===== config.mk =====
export PLATFORM = sky130hd
export DESIGN_NAME = rmseg_addr_gen
export DESIGN_NICKNAME = d
export VERILOG_FILES = /design/src/rtl/rmseg_pkg.sv /design/src/rtl/rmseg_mode_ctl.sv /design/src/rtl/rmseg_xlate.sv /design/src/rtl/rmseg_alias_dec.sv /design/src/rtl/rmseg_addr_gen.sv
export SDC_FILE = /design/constraint.sdc
export NUM_CORES = 1
export LEC_CHECK = 0
export BUFFER_PORTS_ARGS = -buffer_cell sky130_fd_sc_hd__buf_4
export CAP_MARGIN = 20
export CORE_MARGIN = 2
export CORE_UTILIZATION = 47
export CTS_CLUSTER_DIAMETER = 60
export DETAILED_ROUTE_END_ITERATION = 7
export HOLD_SLACK_MARGIN = 0.05
export PLACE_DENSITY = 0.76
export SYNTH_ARGS = -nofsm -noshare
export SYNTH_HDL_FRONTEND = slang
export SYNTH_HIERARCHICAL = 1
export SYNTH_SLANG_ARGS = --single-unit

===== constraint.sdc =====
create_clock -name clk -period 2.7 [get_ports clk]
set_input_delay 0.405 -clock clk [delete_from_list [all_inputs] [get_ports clk]]
set_output_delay 0.405 -clock clk [all_outputs]
set_load 0.02 [all_outputs]

===== src/rtl/rmseg_pkg.sv =====
package rmseg_pkg;

    // Translation mode held by the mode controller.
    typedef enum logic {
        MODE_REAL      = 1'b0,
        MODE_RESET_VEC = 1'b1
    } xlate_mode_e;

    // Selector value loaded by reset.
    localparam logic [15:0] RESET_SELECTOR = 16'hF000;

    // Base of the legacy window that the top region maps onto.
    localparam logic [31:0] LEGACY_WINDOW_BASE = 32'h000F_0000;

endpackage


===== src/rtl/rmseg_mode_ctl.sv =====
module rmseg_mode_ctl
    import rmseg_pkg::*;
#(
    parameter int SEG_W = 16,
    parameter logic [SEG_W-1:0] RESET_SEL = SEG_W'(RESET_SELECTOR)
) (
    input  logic             clk,
    input  logic             rst,
    input  logic             sel_load,
    input  logic [SEG_W-1:0] sel_value,
    output xlate_mode_e      mode_q,
    output logic [SEG_W-1:0] sel_q
);

    typedef struct packed {
        xlate_mode_e      mode;
        logic [SEG_W-1:0] sel;
    } mode_st_t;

    mode_st_t st_d, st_q;

    always_comb begin
        st_d = st_q;
        if (sel_load) begin
            st_d.sel  = sel_value;
            st_d.mode = MODE_REAL;
        end
    end

    always_ff @(posedge clk) begin
        if (rst) begin
            st_q.mode <= MODE_RESET_VEC;
            st_q.sel  <= RESET_SEL;
        end else begin
            st_q <= st_d;
        end
    end

    assign mode_q = st_q.mode;
    assign sel_q  = st_q.sel;

endmodule


===== src/rtl/rmseg_xlate.sv =====
module rmseg_xlate
    import rmseg_pkg::*;
#(
    parameter int SEG_W  = 16,
    parameter int OFF_W  = 16,
    parameter int SHIFT  = 4,
    parameter int ADDR_W = 32
) (
    input  xlate_mode_e       mode,
    input  logic [SEG_W-1:0]  sel,
    input  logic [OFF_W-1:0]  offset,
    output logic [ADDR_W-1:0] addr
);

    localparam int BASE_W = SEG_W + SHIFT;
    localparam int LIN_W  = ((BASE_W > OFF_W) ? BASE_W : OFF_W) + 1;
    localparam int HI_W   = ADDR_W - OFF_W;

    logic [LIN_W-1:0]  base_ext;
    logic [LIN_W-1:0]  off_ext;
    logic [LIN_W-1:0]  linear;
    logic [ADDR_W-1:0] real_addr;
    logic [ADDR_W-1:0] vec_addr;

    always_comb begin
        base_ext  = LIN_W'({sel, {SHIFT{1'b0}}});
        off_ext   = LIN_W'(offset);
        linear    = base_ext + off_ext;
        real_addr = ADDR_W'(linear);
        vec_addr  = {{HI_W{1'b1}}, offset};
    end

    generate
        if (HI_W > 0) begin : g_mux
            always_comb begin
                addr = (mode == MODE_RESET_VEC) ? vec_addr : real_addr;
            end
        end else begin : g_flat
            always_comb begin
                addr = real_addr;
            end
        end
    endgenerate

endmodule


===== src/rtl/rmseg_alias_dec.sv =====
module rmseg_alias_dec
    import rmseg_pkg::*;
#(
    parameter int ADDR_W = 32,
    parameter int OFF_W  = 16,
    parameter logic [ADDR_W-1:0] WIN_BASE = ADDR_W'(LEGACY_WINDOW_BASE)
) (
    input  logic [ADDR_W-1:0] addr_in,
    output logic [ADDR_W-1:0] addr_out,
    output logic              hit
);

    always_comb begin
        hit = &addr_in[ADDR_W-1:OFF_W];
        if (hit) begin
            addr_out = {WIN_BASE[ADDR_W-1:OFF_W], addr_in[OFF_W-1:0]};
        end else begin
            addr_out = addr_in;
        end
    end

endmodule


===== src/rtl/rmseg_addr_gen.sv =====
module rmseg_addr_gen
    import rmseg_pkg::*;
#(
    parameter int SEG_W  = 16,
    parameter int OFF_W  = 16,
    parameter int SHIFT  = 4,
    parameter int ADDR_W = 32
) (
    input  logic              clk,
    input  logic              rst,
    input  logic              sel_load,
    input  logic [SEG_W-1:0]  sel_value,
    input  logic [OFF_W-1:0]  offset,
    input  logic              fetch_req,
    input  logic              hold_req,
    output logic [ADDR_W-1:0] fetch_addr,
    output logic              fetch_valid,
    output logic [ADDR_W-1:0] alias_addr,
    output logic              alias_hit
);

    typedef struct packed {
        logic              valid;
        logic [ADDR_W-1:0] addr;
    } fetch_st_t;

    xlate_mode_e       mode_q;
    logic [SEG_W-1:0]  sel_q;
    logic [ADDR_W-1:0] xlate_addr;
    logic              accept;
    fetch_st_t         fst_d, fst_q;

    rmseg_mode_ctl #(
        .SEG_W (SEG_W)
    ) u_mode (
        .clk       (clk),
        .rst       (rst),
        .sel_load  (sel_load),
        .sel_value (sel_value),
        .mode_q    (mode_q),
        .sel_q     (sel_q)
    );

    rmseg_xlate #(
        .SEG_W  (SEG_W),
        .OFF_W  (OFF_W),
        .SHIFT  (SHIFT),
        .ADDR_W (ADDR_W)
    ) u_xlate (
        .mode   (mode_q),
        .sel    (sel_q),
        .offset (offset),
        .addr   (xlate_addr)
    );

    always_comb begin
        accept      = fetch_req && !hold_req;
        fst_d       = fst_q;
        fst_d.valid = accept;
        if (accept) begin
            fst_d.addr = xlate_addr;
        end
    end

    always_ff @(posedge clk) begin
        if (rst) begin
            fst_q <= '0;
        end else begin
            fst_q <= fst_d;
        end
    end

    assign fetch_addr  = fst_q.addr;
    assign fetch_valid = fst_q.valid;

    rmseg_alias_dec #(
        .ADDR_W (ADDR_W),
        .OFF_W  (OFF_W)
    ) u_alias (
        .addr_in  (fst_q.addr),
        .addr_out (alias_addr),
        .hit      (alias_hit)
    );

endmodule


Yosys cells after proc, flatten, opt, wreduce, memory -nomap -nowiden --
Cells that the tools add are included.
Storage, ports and cells: input bits 37, word-level logic and storage cells 10, flip-flop bits (word level) 50, output and inout port bits 66
Cells by class: reduce and logical (&&, ||, !) cells 3, muxes and demuxes 2, $add $sub $neg 1
Operators with widths (number):
- $mux W32 | 2
- $add A20 B16 Y21 | 1
- $reduce_and A16 Y1 | 1
- $logic_and A1 B1 Y1 | 1
- $logic_not A1 Y1 | 1

Longest topological paths before layout --
Gate-level depths: netlist (run 1).
depth in word-level cells 2, gate-level depth with buffers 9

Hierarchy --
Netlist (run 1), hierarchy kept.
Modules (own cells, without submodules):
- rmseg_addr_gen | cells each 147, times used 1, area each 1486.4 um2, seq. area each 660.6 um2
- rmseg_xlate | cells each 146, times used 1, area each 1007.2 um2, seq. area each 0.0 um2
- rmseg_mode_ctl | cells each 55, times used 1, area each 624.3 um2, seq. area each 340.3 um2
- rmseg_alias_dec | cells each 53, times used 1, area each 475.5 um2, seq. area each 0.0 um2

Least setup slack after synthesis (run 1) --
OpenSTA, ideal clock, no wires.
path type input-to-reg, start input port offset[8], end register fst_q, in the netlist fetch_addr[15], path slack 0.640 ns, cell stages on the path 8, setup time 0.119 ns, data arrival time 1.940 ns, cells stage by stage ha_1 -> a21oi_2 -> nand2_2 -> o32a_4 -> a2111oi_4 -> nor3b_1 -> nand4bb_1 -> o21ai_1
On the way: longest elaborated chain between the ends 2
RTL lines:
- start: declaration | RTL line rmseg_addr_gen.sv:13 | input logic [OFF_W-1:0] offset,
- $add A20 B16 Y21 | RTL line rmseg_xlate.sv:28 | linear = base_ext + off_ext;
- $mux W32 | RTL line rmseg_xlate.sv:36 | addr = (mode == MODE_RESET_VEC) ? vec_addr : real_addr;
- named net xlate_addr[15] | RTL line rmseg_addr_gen.sv:29 | logic [ADDR_W-1:0] xlate_addr;
- end signal: assignment | RTL line rmseg_addr_gen.sv:69 | fst_q <= fst_d;
- end: declaration | RTL line rmseg_addr_gen.sv:31 | fetch_st_t fst_d, fst_q;
The timed path passes the listed nets, and every way through them passes these cells. A chain may end at the register's enable or synchronous reset.

Worst setup path in the final report (run 1) --
start register, netlist name u_mode/sel_q[0], end register fst_q, in the netlist fetch_addr[12]
On the way: longest elaborated chain between the ends 2
RTL lines (RTL line):
- $add A20 B16 Y21 | rmseg_xlate.sv:28
- $mux W32 | rmseg_xlate.sv:36
- named net xlate_addr[12] | rmseg_addr_gen.sv:29
The timed path passes the listed nets, and every way through them passes these cells.

==> results of run 1 <==
[state kept, by name (all words and copies together), names as in the netlist]
name and cells:
fetch_addr 32, fetch_valid 1, u_mode/mode_q 1, u_mode/sel_q 16
[layout by cell type, fill, tap and decap left out, types with 16 or more instances in the layout]
| master | Yosys | layout |
|---|---|---|
| buf_4 | 33 | 105 |
| dfxtp_1 | 50 | 50 |
| nand2b_1 | 32 | 32 |
| nand4bb_1 | 32 | 32 |
| o21ai_1 | 27 | 27 |
| nor2_1 | 24 | 24 |
| o21ai_0 | 20 | 20 |
| nand2_1 | 19 | 19 |
| inv_1 | 16 | 16 |
| mux2i_1 | 16 | 16 |
[metal layers]
metal | wire length [um] | track usage [%] | vias to the layer above
met5 | 0 | 0 | -
met4 | 43 | 3.41 | 0
met3 | 477 | 3.65 | 4
met2 | 3510 | 27.5 | 88
met1 | 3800 | 25.9 | 1358
li1 | - | - | 1495
[worst max path at each step]
stage                          startpoint              to  slack (ps)  cells after the start
after detailed placement        offset[4]  fetch_addr[12]         300                     10
after floorplan                 offset[8]  fetch_addr[15]         640                      8
after global routing      u_mode/sel_q[0]  fetch_addr[12]         360                      9
after global placement          offset[4]  fetch_addr[12]         340                     10
final                     u_mode/sel_q[0]  fetch_addr[12]         530                      9
after CTS                 u_mode/sel_q[0]  fetch_addr[12]         520                      9
[cells by family after synthesis]
| logic type | Yosys count | share of synthesized area, % |
|---|---|---|
| mux | 18 | 5.08 |
| compound gates | 93 | 19.3 |
| flops | 50 | 27.9 |
| xor+xnor | 7 | 1.71 |
| simple gates | 140 | 27.0 |
| buf+inv | 80 | 14.3 |
| fa+ha+maj | 13 | 4.74 |
[synth_stat cells (3+ instances only)]
library cell,count
a211o_1,3
a21oi_1,12
a311oi_1,3
a41oi_2,10
and4_4,4
buf_2,8
buf_4,33
buf_6,3
clkbuf_1,14
dfxtp_1,50
ha_1,12
inv_1,16
mux2i_1,16
nand2_1,19
nand2b_1,32
nand3_1,4
nand4bb_1,32
nor2_1,24
nor2b_1,7
o21ai_0,20
o21ai_1,27
xor2_1,5
[layout make-up]
class / instances / area (um2)
clock buffer: 5 / 68.8
sequential: 50 / 1000
timing repair buffer: 105 / 788
multi-input combinational: 271 / 2080
tap: 99 / 124
fill: 676 / 3160
clock inverter: 3 / 48.8
inverter: 16 / 60.1
[power by group]
part           switching (mW)  leakage [nW]  total, mW  internal (mW)
Sequential             0.0469         0.412      0.831          0.784
Clock                   0.273        0.0563      0.556          0.283
Combinational           0.278          1.28      0.521          0.242
[through the flow]
stage | total power, mW | instances | worst slack [ps] | area (um2)
5_1_grt | 2.01 | 549 | 357 | 4170
4_1_cts | 1.93 | 549 | 520 | 4170
3_5_place_dp | 1.37 | 541 | 304 | 4050
3_3_place_gp | 1.36 | 541 | 337 | 4050
6_report | 1.91 | 549 | 532 | 4170
2_1_floorplan | 1.22 | 401 | 640 | 3590
==> results.toml, run 1 <==
[logic_synthesis]
ys_warn_count = 6
syn_inst = 401
synth_top_area_cell = "dfxtp_1"
syn_area_mm2 = 0.00359
ys_seq_elements = 50
yosysSeqAreaShare_pct = 27.9
async_reset_ff_share_pct = 0
synth_edf_count = 0
syn-num-nets = 451
synth_top_area_share_pct = 27.9
synth-main-ff-cell = "dfxtp_1"
synth.avg_cell_area_um2 = 8.96
synth_cell_types = 58
synth_area_leaders = "dfxtp_1 28%, nand4bb_1 10%, buf_4 6.9%"

[setup_path]
crit_chain = "ha_1, fa_1, a21oi_1, o211ai_1, a21boi_0, xor2_1, o21ai_0, nand4bb_1, o21ai_1"
r2r_end = "fetch_addr[12]"
cpLargestDelayFamily = "compound AO/OA/AOI/OAI gates"
worstPathArrival_ps = 2350
cp_slowest_stage_delay_ps = 410
cp_num_buf_inv = 0
crit_fanout = 3
r2r_cells = 9
reg2reg_setup_slack_ps = 530
cpMaxStageDelayCell = "fa_1"
end_kind = "flip-flop"
critPathKind = "reg -> reg"
start_kind = "flip-flop"
r2r_start = "u_mode/sel_q[0]"
required_ps = 2880

[clock_network]
cts_resized = 0
cts_buffers = 5
cts_root_buffer = "clkbuf_8"
cts_setup_buffers = 0
cts_tree = "yes"
cts_sinks = 50
insertion_delay_ps = 310
clockBufferDepth = 2
clk_pin_slew_worst_paths_ps = 100
cts_hold_buf = 0
htree_levels = 2

[die]
core-area_mm2 = 0.00733
fp.dieH_um = 91.4
start_util_pct = 49.0
die_w_um = 91.4
die-area_mm2 = 0.00836
num_rows = 31
io_pins = 103

[worst_hold_path]
hold_depth = 2
hp-start = "sel_value[13]"
min_to = "u_mode/sel_q[13]"
hp-class = "in -> reg"

[final_layout]
drive_gt1_share_pct = 31.1
num-nets-final = 499
final_util_pct = 56.9
n_antenna_cell = 0
area_growth_pct = 16.1

[drt]
drt-total-wl_mm = 7.84
final_antenna_net_count = 0
remaining_drc_errors = 0
vias = 2945
drt-initial-drc-count = 141
via_per_inst = 5.36
wl_per_cell_um = 14.3
drtPass1Iterations = 4

[run_status]
outcome = "finished clean"

[global_route]
track_usage_pct = 17.9
grt_start_max_net_pins = 83
grt_pass1_vias = 2571
antenna_found_initial = 0
overflow = 0
grt_pass1_wl_mm = 12.5

[timing]
period_needed_ps = 2170
fmax_mhz = 461
hold_ws_ps = 306
drv_slew = 0
max-slew-margin-rel_pct = 48.3
skew_ps = 11.7
rsz0062_at_grt = "no"
finalSetupViolations = 0
worstMarginPinSlew_ps = 775
setup_tns_ps = 0
hold_viol = 0
fin_crit_sh_pct = 80.3

[power_and_ir_drop]
power_leakage_nw = 1.75
p_per_area_mw_per_mm2 = 457
vdd.ir_drop.worst_uv = 242

[run]
drv_cap = 0

[placed_design]
place.port_buffers = 102
gp_congestion = 0.838
dp_hpwl_mm = 5.71
Power figures use the tool's default switching activity.
==> run 2, diff against run 1 <==
==> constraint.sdc (replaced) <==
create_clock -name clk -period 2.1 [get_ports clk]
set_input_delay 0.315 -clock clk [delete_from_list [all_inputs] [get_ports clk]]
set_output_delay 0.315 -clock clk [all_outputs]
set_load 0.02 [all_outputs]
==> run 2 against run 1 <==
  * Count of clock-buffer cells in the layout rose by 1
  * Sequential share of layout area is 0.92 points lower
  * Critical path depth did not move
  * Clock skew shrank 8.3 ps
  * Utilization increased by 2.4 points
  * Maximum frequency grew 7.3%
  * Combinational power rose by 42%
  * Clock power increased by 12%
  * Total power rose by 27%
  * Cell count up 2.4%
  * Register-to-register slack got worse by 450 ps
  * Largest power group unchanged
==> results.toml, run 2 (same netlist as run 1, synthesis figures left out) <==
[run_status]
outcome = "finished clean"

[power_and_ir_drop]
p_per_area_mw_per_mm2 = 559
clockPowerShare_pct = 25.7
intPower_mw = 1.63
p_sw_share_pct = 32.9
p_seq_share_pct = 43.9
switchingPower_mw = 0.799
power_leakage_nw = 1.82
vdd.ir_drop.worst_uv = 265
power_mw = 2.43
p_comb_share_pct = 30.4

[final_layout]
finalNonFillerCells = 562
n_antenna_cell = 0
regArea_mm2 = 0.00100
area_growth_pct = 21.0
fillers = 634
layout_commonest_cell = "buf_4"
largest_reg_flops = 32
num-nets-final = 512
drive_gt1_share_pct = 36.1
final_cell_mix = "118 x buf_4, 48 x dfxtp_1, 32 x nand2b_1, 32 x nand4bb_1, 30 x o21ai_1"
multi_input_comb_area_mm2 = 0.00217
final_util_pct = 59.3
fin_area_mm2 = 0.00435

[die]
die-area_mm2 = 0.00836
io_pins = 103
fp.dieH_um = 91.4
num_rows = 31
start_util_pct = 49.0
core-area_mm2 = 0.00733
die_w_um = 91.4

[drt]
remaining_drc_errors = 0
final_antenna_net_count = 0
drtPass1Iterations = 4
via_per_inst = 5.39
drt-total-wl_mm = 8.42
vias = 3027
drt-initial-drc-count = 172
wl_per_cell_um = 15.0

[clock_network]
cts_root_buffer = "clkbuf_8"
cts_buffers = 5
cts_hold_buf = 0
insertion_delay_ps = 310
cts_tree = "yes"
cts_sinks = 50
clk_pin_slew_worst_paths_ps = 100
clockBufferDepth = 2
htree_levels = 2

[setup_path]
end_kind = "flip-flop"
start_kind = "flip-flop"
crit_fanout = 3
worstPathArrival_ps = 2220
required_ps = 2300
critPathKind = "reg -> reg"

[placed_design]
pre_cts_ws_ps = -213
dp.cells = 553
placed_area_mm2 = 0.00414
dp_hpwl_mm = 5.86
gp_congestion = 0.861
place.port_buffers = 102

[global_route]
grt_pass1_wl_mm = 13.4
track_usage_pct = 19.2
overflow = 0
grt_start_max_net_pins = 83
grt_pass1_vias = 2770
antenna_found_initial = 0

[timing]
finalSetupViolations = 0
drv_slew = 0
worstMarginPinSlew_ps = 638
max-slew-margin-rel_pct = 57.5
setup_ws_ps = 79.4
period_needed_ps = 2020
hold_viol = 0
setup_tns_ps = 0
fin_crit_sh_pct = 96.2
fmax_mhz = 495
hold_ws_ps = 207
skew_ps = 3.42
rsz0062_at_grt = "yes"

[worst_hold_path]
hp-class = "in -> reg"

[run]
drv_cap = 0
## run 2: cell types whose count changed in the layout (fill, tap and decap cells not counted), moves of 3 or more
cell	change
buf_4	+13
ha_1	-3
ha_4	+3
o21ai_0	-3
o21ai_1	+3
## run 2: routing by layer
layer  part of all wire [%]  track usage, %  up-vias
li1                       -               -     1519
met1                     49            27.3     1418
met2                     45            29.8       80
met3                    5.6            3.57       10
met4                    1.1            4.80        0
met5                      0               0        -
## run 2: cell type report
| cell class | count | share of cell area (%) |
|---|---|---|
| Multi-Input combinational cell | 271 | 50.0 |
| Sequential cell | 50 | 23.1 |
| Timing Repair Buffer | 118 | 20.4 |
| Tap cell | 99 | 2.85 |
| Clock buffer | 6 | 1.90 |
| Inverter | 16 | 1.38 |
| Clock inverter | 2 | 0.374 |
## run 2: power by group through the flow
stage	logic, mW	registers [mW]	clock network [mW]
floorplan	0.446	1.12	0
global placement	0.695	1.08	0
detailed placement	0.707	1.09	0
CTS	0.711	1.07	0.644
global route	0.798	1.08	0.684
finish	0.739	1.07	0.625
## run 2: worst paths after layout
check | from | end | slack [ps] | depth (start not counted)
min | sel_value[14] | u_mode/sel_q[14] | 210 | 2
max | u_mode/sel_q[0] | fetch_addr[20] | 80 | 9
min reg2reg | fetch_addr[0] | fetch_addr[0] | 490 | 2
max reg2reg | u_mode/sel_q[0] | fetch_addr[20] | 80 | 9
## run 2: timing repair
item,in CTS,in global routing
pin swaps,1,15
buffers inserted,0,1
gates resized for setup,3,19
endpoints found under the setup margin,5,12
## run 2: worst max-delay path, cell delays in order, from the launching register on
cell and delay (ps):
dfxtp_2 350, ha_4 170, fa_2 410, a21oi_4 150, o211ai_1 190, nand2_2 160, o21bai_2 90, a31o_2 240
nand4bb_1 90, o21ai_1 60
